**config.mk**
```make
export PLATFORM = sky130hd
export DESIGN_NAME = ssp_top
export DESIGN_NICKNAME = d
export VERILOG_FILES = /design/src/rtl/ssp_pkg.sv /design/src/rtl/ssp_in_sync.sv /design/src/rtl/ssp_pin_mux.sv /design/src/rtl/ssp_top.sv
export SDC_FILE = /design/constraint.sdc
export NUM_CORES = 1
export LEC_CHECK = 0
export CAP_MARGIN = 20
export CELL_PAD_IN_SITES_DETAIL_PLACEMENT = 2
export CELL_PAD_IN_SITES_GLOBAL_PLACEMENT = 2
export CORE_ASPECT_RATIO = 2
export CORE_MARGIN = 2
export CORE_UTILIZATION = 25
export CTS_CLUSTER_DIAMETER = 150
export DETAILED_ROUTE_END_ITERATION = 10
export PLACE_DENSITY = 0.74
export SKIP_CTS_REPAIR_TIMING = 1
export SLEW_MARGIN = 0
export SYNTH_ARGS = -nofsm -noshare
export SYNTH_HDL_FRONTEND = slang
export SYNTH_SLANG_ARGS = --single-unit
```
**constraint.sdc**
```tcl
create_clock -name clk -period 1.85 [get_ports clk]
set_input_delay 0.37 -clock clk [delete_from_list [all_inputs] [get_ports clk]]
set_output_delay 0.37 -clock clk [all_outputs]
set_load 0.02 [all_outputs]
```
**src/rtl/ssp_pkg.sv**
```systemverilog
package ssp_pkg;
    localparam int ADDR_W = 2;
    localparam logic [ADDR_W-1:0] A_CTRL = 2'd0;
    localparam logic [ADDR_W-1:0] A_MODE = 2'd1;
    localparam logic [ADDR_W-1:0] A_DATA = 2'd2;

    localparam int B_EN   = 0;
    localparam int B_TRIG = 1;
    localparam int B_DOE  = 2;
    localparam int B_MST  = 0;

    localparam int NPADS    = 4;
    localparam int PAD_DIN  = 0;
    localparam int PAD_DOUT = 1;
    localparam int PAD_CLK  = 2;
    localparam int PAD_HS   = 3;
endpackage

```
**src/rtl/ssp_in_sync.sv**
```systemverilog
module ssp_in_sync #(
    parameter int W = 1,
    parameter int STAGES = 2,
    parameter logic [W-1:0] RST_VAL = '1
) (
    input  logic         clk,
    input  logic         rst_n,
    input  logic [W-1:0] raw,
    output logic [W-1:0] sync
);
    logic [STAGES-1:0][W-1:0] chain_d, chain_q;

    generate
        if (STAGES == 1) begin : g_one
            always_comb chain_d = raw;
        end else begin : g_many
            always_comb chain_d = {chain_q[STAGES-2:0], raw};
        end
    endgenerate

    always_ff @(posedge clk or negedge rst_n) begin
        if (!rst_n) chain_q <= {STAGES{RST_VAL}};
        else        chain_q <= chain_d;
    end

    assign sync = chain_q[STAGES-1];
endmodule

```
**src/rtl/ssp_pin_mux.sv**
```systemverilog
module ssp_pin_mux
    import ssp_pkg::*;
#(
    parameter int SEL_MODE = 0
) (
    input  logic             en,
    input  logic             dout_en,
    input  logic             master,
    input  logic             sout,
    input  logic             sclk,
    input  logic             ready,
    input  logic [NPADS-1:0] gpio_out,
    input  logic [NPADS-1:0] gpio_oe,
    output logic [NPADS-1:0] pad_out,
    output logic [NPADS-1:0] pad_oe
);
    localparam bit HS_IS_SEL = (SEL_MODE != 0);

    always_comb begin
        pad_out = gpio_out;
        pad_oe  = gpio_oe;
        if (en) begin
            pad_out[PAD_DIN] = 1'b0;
            pad_oe[PAD_DIN]  = 1'b0;
            if (dout_en) begin
                pad_out[PAD_DOUT] = sout;
                pad_oe[PAD_DOUT]  = 1'b1;
            end
            if (master) begin
                pad_out[PAD_CLK] = sclk;
                pad_oe[PAD_CLK]  = 1'b1;
            end else begin
                pad_out[PAD_CLK] = 1'b0;
                pad_oe[PAD_CLK]  = 1'b0;
                pad_out[PAD_HS]  = HS_IS_SEL ? 1'b0 : ready;
                pad_oe[PAD_HS]   = !HS_IS_SEL;
            end
        end
    end
endmodule

```
**src/rtl/ssp_top.sv**
```systemverilog
module ssp_top
    import ssp_pkg::*;
#(
    parameter int DW = 8,
    parameter int SYNC_STAGES = 2,
    parameter int SEL_MODE = 0
) (
    input  logic              clk,
    input  logic              rst_n,
    input  logic              reg_wr,
    input  logic              reg_rd,
    input  logic [ADDR_W-1:0] reg_addr,
    input  logic [DW-1:0]     reg_wdata,
    output logic [DW-1:0]     reg_rdata,
    input  logic              int_clk,
    input  logic              pin_din,
    input  logic              pin_clk,
    input  logic              pin_sel,
    input  logic [NPADS-1:0]  gpio_out,
    input  logic [NPADS-1:0]  gpio_oe,
    output logic [NPADS-1:0]  pad_out,
    output logic [NPADS-1:0]  pad_oe
);
    localparam int CNT_W = (DW > 1) ? $clog2(DW) : 1;
    localparam logic [CNT_W-1:0] LAST = CNT_W'(DW - 1);

    typedef struct packed {
        logic             en;
        logic             dout_en;
        logic             master;
        logic             armed;
        logic             busy;
        logic             phase_low;
        logic             sout;
        logic             int_prev;
        logic             ext_prev;
        logic [CNT_W-1:0] cnt;
        logic [DW-1:0]    data;
        logic [DW-1:0]    shreg;
    } st_t;

    st_t st_d, st_q;

    // synchronized pad inputs: {select, clock, data}
    logic [2:0] pins_s;
    logic din_s, clk_s, sel_s;

    ssp_in_sync #(.W(3), .STAGES(SYNC_STAGES), .RST_VAL(3'b111)) u_sync (
        .clk   (clk),
        .rst_n (rst_n),
        .raw   ({pin_sel, pin_clk, pin_din}),
        .sync  (pins_s)
    );
    assign din_s = pins_s[0];
    assign clk_s = pins_s[1];
    assign sel_s = pins_s[2];

    logic slave_gate;
    assign slave_gate = (SEL_MODE != 0) ? !sel_s : 1'b1;

    logic wr_ctrl, wr_mode, wr_data, rd_data, trig_ok;
    logic fall_ev, rise_ev;
    logic [DW-1:0] shifted;

    always_comb begin
        st_d = st_q;
        wr_ctrl = reg_wr && (reg_addr == A_CTRL);
        wr_mode = reg_wr && (reg_addr == A_MODE);
        wr_data = reg_wr && (reg_addr == A_DATA);
        rd_data = reg_rd && (reg_addr == A_DATA);
        trig_ok = wr_ctrl && reg_wdata[B_TRIG] && st_q.en && st_q.armed && !st_q.busy;

        st_d.int_prev = int_clk;
        st_d.ext_prev = clk_s;

        if (st_q.master) begin
            fall_ev = st_q.int_prev && !int_clk;
            rise_ev = !st_q.int_prev && int_clk;
        end else begin
            fall_ev = slave_gate && st_q.ext_prev && !clk_s;
            rise_ev = slave_gate && !st_q.ext_prev && clk_s;
        end
        shifted = {st_q.shreg[DW-2:0], din_s};

        if (wr_ctrl) begin
            st_d.en      = reg_wdata[B_EN];
            st_d.dout_en = reg_wdata[B_DOE];
        end
        if (wr_mode) st_d.master = reg_wdata[B_MST];

        // a data access arms the shifter, but only between transfers
        if (!st_q.busy && (wr_data || rd_data)) begin
            st_d.armed = 1'b1;
            if (wr_data) st_d.data = reg_wdata;
        end

        if (trig_ok) begin
            st_d.busy      = 1'b1;
            st_d.shreg     = st_q.data;
            st_d.cnt       = '0;
            st_d.phase_low = 1'b0;
        end

        if (st_q.busy && fall_ev) begin
            st_d.phase_low = 1'b1;
            st_d.sout      = st_q.shreg[DW-1];
        end
        if (st_q.busy && rise_ev && st_q.phase_low) begin
            st_d.phase_low = 1'b0;
            st_d.shreg     = shifted;
            st_d.cnt       = st_q.cnt + 1'b1;
            if (st_q.cnt == LAST) begin
                st_d.busy  = 1'b0;
                st_d.armed = 1'b0;
                st_d.data  = shifted;
            end
        end
    end

    always_ff @(posedge clk or negedge rst_n) begin
        if (!rst_n) begin
            st_q <= '0;
        end else begin
            st_q <= st_d;
        end
    end

    always_comb begin
        reg_rdata = '0;
        unique case (reg_addr)
            A_CTRL: begin
                reg_rdata[B_EN]   = st_q.en;
                reg_rdata[B_TRIG] = st_q.busy;
                reg_rdata[B_DOE]  = st_q.dout_en;
            end
            A_MODE:  reg_rdata[B_MST] = st_q.master;
            A_DATA:  reg_rdata = st_q.data;
            default: reg_rdata = '0;
        endcase
    end

    ssp_pin_mux #(.SEL_MODE(SEL_MODE)) u_mux (
        .en       (st_q.en),
        .dout_en  (st_q.dout_en),
        .master   (st_q.master),
        .sout     (st_q.sout),
        .sclk     (!st_q.phase_low),
        .ready    (st_q.armed || st_q.busy),
        .gpio_out (gpio_out),
        .gpio_oe  (gpio_oe),
        .pad_out  (pad_out),
        .pad_oe   (pad_oe)
    );

    // state views for the bound checker
    logic          chk_en, chk_master, chk_busy, chk_armed;
    logic [DW-1:0] chk_data;
    assign chk_en     = st_q.en;
    assign chk_master = st_q.master;
    assign chk_busy   = st_q.busy;
    assign chk_armed  = st_q.armed;
    assign chk_data   = st_q.data;
endmodule

```
After elaboration in Yosys (flattened, before gate mapping)
Cells that the tools add are included.
{ "classes": {"n_addsub": 1, "n_eq_ne": 3, "n_mux": 24, "reduce_logical": 27} }
{ "ops": {"columns": ["op", "count"], "rows": [
  ["8-bit two-way mux", 4],
  ["19-bit two-way mux", 1],
  ["1-bit logical AND", 16],
  ["1-bit two-way mux", 9],
  ["4-bit two-way mux", 2],
  ["1-bit zero test", 6],
  ["2-bit two-way mux", 3],
  ["3-bit two-way mux", 2],
  ["5-bit two-way mux", 1],
  ["2-bit case mux with 2 select lines", 1],
  ["3-bit by 1-bit adder with 3-bit output, second input constant", 1],
  ["3-bit == test, second input constant", 1],
  ["1-bit case mux with 3 select lines", 1],
  ["3-bit nonzero test", 1],
  ["2-bit by 1-bit == test with 1-bit output, second input constant", 1],
  ["2-bit == test, second input constant", 1],
  ["2-bit zero test", 1],
  ["1-bit logical OR", 2],
  ["2-bit nonzero test", 1]
]} }
{ "totals": {"register_bits": 32, "input_bits": 26, "wordCells": 69} }

Longest topological paths before layout
{ "depth": {"depth_word": 9, "mapped_depth": 6} }

By module
From an unflattened synthesis, not the netlist that was laid out.
{ "hier_totals": {"cells_unflattened": 142, "hier_area_um2": 1700.4} }
{ "by_module_without_submodules": {"columns": ["module", "instances", "cells_each", "area_each_um2", "seq_area_each_um2"], "rows": [
  ["ssp_top", 1, 124, 1440.1, 700.7],
  ["ssp_in_sync", 1, 6, 157.7, 157.7],
  ["ssp_pin_mux", 1, 12, 102.6, 0.0]
]} }

Worst setup path after synthesis
OpenSTA, ideal clock, no wires.
{ "synth_path": {"path_kind": "reg2reg", "startpoint": "register u_sync.chain_q, in the netlist u_sync.sync[1]", "endpoint": "register st_q, in the netlist chk_data[0]", "arrival_time_ps": 1796, "t_required_ps": 1725, "slack_ps": -70, "stages_incl_launch_ff": 5, "path_cell_list": "dfstp_2 -> or3b_1 -> buf_6 -> a211oi_4 -> mux2_2"} }
{ "synth_rtl": {"columns": ["item", "line", "rtl"], "rows": [
  ["start: declaration", "ssp_in_sync.sv:11", "logic [STAGES-1:0][W-1:0] chain_d, chain_q;"],
  ["start signal: assignment", "ssp_in_sync.sv:22", "if (!rst_n) chain_q <= {STAGES{RST_VAL}};"],
  ["start signal: assignment", "ssp_in_sync.sv:23", "else chain_q <= chain_d;"],
  ["end signal: assignment", "ssp_top.sv:124", "st_q <= st_d;"],
  ["end: declaration", "ssp_top.sv:42", "st_t st_d, st_q;"]
]} }

==> flow_summary.ini <==
[min_path]
min_path_type = flip-flop to flip-flop

[sta]
rsz0062_at_grt = true
fin_crit_ns = 1.92
finalHoldViolations = 0
finClkSkew_ns = 0.00316
finalCritPeriodShare_pct = 104
hold_ws_ns = 0.354
setup_viol = 8
finalWorstSetupSlack_ns = -0.0690
relSlewSlack_pct = 71.0
fmax_mhz = 521
tightest_slew_ns = 0.435
slew_violations = 0

[grt]
grt_pass1_vias = 1696
grt_max_degree = 33
grt_pass1_wl_um = 8870
overflow = 0
track_usage_pct = 15.7
antenna_found_initial = 0

[synthesis]
ys.flop_type = dfrtp_1
synth_compound_area_share_pct = 14.8
ys_types = 34
synthTopCellsByCount = dfrtp_1, mux2_2, o21ai_0, nand2_1
synthXorXnorAreaFrac_pct = 0
synth_edf_count = 0
yosysMostFrequentCell = dfrtp_1
syn-cell-area_um2 = 1690
synth_area_leaders = dfrtp_1, mux2_2, dfstp_2
syn_avg_cell_area_um2 = 10.6
synth_area_leader_cell = dfrtp_1
synthCells = 160
async_flop_share_pct = 100
synth-simple-area-share_pct = 14.9
ys_warn_count = 0
syn_nets = 188
synth_top_area_share_pct = 41.4
muxShareOfSynthArea_pct = 16.2
synth_adder_area_share_pct = 1.48
synth_top_family_by_area = multiplexers
seq_area_frac_synth_pct = 47.6
synth-seq-cells = 32

[clocking]
cts-root-buf = clkbuf_16
cts-buffers-inserted = 5
cts.clk_slew.worst_paths_ns = 0.05
htreeDepth = 2
clkSinkCount = 32
tritoncts = built
cts.path.max_buffers = 2
clk_latency_ns = 0.28

[outcome]
status = finished, violations left
violations = negative setup slack

[power_and_ir_drop]
p_switching_uw = 1100
p_seq_share_pct = 37.7
power_density_nw_per_um2 = 1260
internal_power_uw = 2140
peakVddDrop_uv = 545
power_frac_comb_pct = 36.4
leakagePower_uw = 0.00121
power_switching_share_pct = 33.9
clkPwrFrac_pct = 25.9

[setup_path]
start_kind = flip-flop
critPathKind = flip-flop to flip-flop
cp_max_fo = 5
crit_path_end_kind = flip-flop
reg2reg_depth = 5
crit_start = u_sync.sync[1]
r2r_setup_slack_ns = -0.07
r2r-end = chk_data[0]
required_ns = 2.01
arrival_ns = 2.08
r2r_start = u_sync.sync[1]
worstSetupEndpoint = chk_data[0]

[final_layout]
drive_gt1_share_pct = 29.7
areaGrowthSynthToFinish_pct = 52.6
multiInputGateArea_um2 = 853
fill_cells = 705
regArea_um2 = 807
n_antenna_cell = 0
fin_nets = 249

[routing]
viasPerCell = 4.88
drt-initial-drc-count = 31
antenna_left = 0
firstDrtPassIters = 3
wire_per_inst_um = 18.8
remaining_drc_errors = 0
via_count = 1513
drt_wl_total_um = 5810

[die]
die_x_um = 62.2
die_h_um = 120
die_area_um2 = 7480
core_area_um2 = 6570
rows = 42
initial_utilization_pct = 25.8
ioPinCount = 42

[placement]
place_congestion = 0.758
io_buffers = 40
place_ws_ns = -0.411
dpl.hpwl_um = 4060

[flow_run]
drv_cap = 0
## how the worst min path moves through the flow
| stage | from | endpoint | slack, ns | depth (start not counted) |
|---|---|---|---|---|
| after floorplan | rst_n | chk_armed | 0.07 | 0 |
| after global placement | u_sync.chain_d[3] | u_sync.sync[0] | 0.35 | 0 |
| after detailed placement | u_sync.chain_d[4] | u_sync.sync[1] | 0.35 | 0 |
| after CTS | u_sync.chain_d[4] | u_sync.sync[1] | 0.36 | 0 |
| after global routing | u_sync.chain_d[4] | u_sync.sync[1] | 0.36 | 0 |
| final | u_sync.chain_d[4] | u_sync.sync[1] | 0.35 | 0 |
## layout by cell type, fill, tap and decap left out, types with 3 or more instances in the layout
cell / n
a211oi_1: 8
a31oi_1: 8
and2_1: 5
buf_2: 3
buf_4: 20
buf_6: 4
clkbuf_16: 6
clkdlybuf4s50_1: 21
dfrtp_1: 27
dfstp_2: 4
dlymetal6s2s_1: 13
inv_1: 7
mux2_2: 11
mux2_4: 8
mux2i_1: 5
nand2_1: 11
nand2b_1: 3
nand3_1: 8
nor2_1: 3
nor2b_1: 3
o21ai_0: 15
## worst max-delay path, stage by stage, from the launching register on
cell and delay (ns):
dfstp_2 0.54, or3b_4 0.40, a211oi_4 0.25, buf_4 0.17, buf_12 0.12, mux2_4 0.31
## state kept, by name, indices dropped and copies added (netlist names), 2 cells and up
register,count
u_sync.chain_d,2
u_sync.sync,2
shifted,7
st_q,9
chk_data,8
## final cells by class
type	count	area share [%]
timing repair buffer	65	24.7
inverter	7	1.02
tap	88	4.27
multi-input combinational	110	33.1
clock buffer	8	5.67
sequential	32	31.3
## metrics by stage
stage                     power [uW]  cell area [um2]  cells  util (%)  setup TNS [ns]
after floorplan                 1810             1690    160         -          -0.367
after global placement          2260             2310    298      35.2           -8.43
after detailed placement        2330             2310    298      35.2           -9.67
after CTS                       3200             2460    306      37.5           -5.47
after global routing            3440             2580    310      39.3          -0.564
final                           3240             2580    310      39.3          -0.358
## kinds of logic (layout without fill, tap and decap cells)
kind of cell | count (synthesis) | count (layout)
buf+inv | 18 | 80
fa+ha+maj | 2 | 2
simple gates | 44 | 44
compound gates | 39 | 39
flops | 32 | 32
mux | 25 | 25
## metal layers
layer / GRT usage, % / up-vias / wire (um)
met5: 0 / - / 0
met2: 31.9 / 21 / 3520
met3: 2.88 / 7 / 131
met1: 14.7 / 791 / 2050
li1: - / 694 / -
met4: 7.08 / 0 / 118
## power by group through the flow
stage / clock network (uW) / logic (uW) / registers [uW]
floorplan: 0 / 681 / 1130
global placement: 0 / 1050 / 1210
detailed placement: 0 / 1110 / 1220
CTS: 860 / 1130 / 1210
global route: 881 / 1300 / 1260
finish: 839 / 1180 / 1220
(Power assumes the default switching activity.)
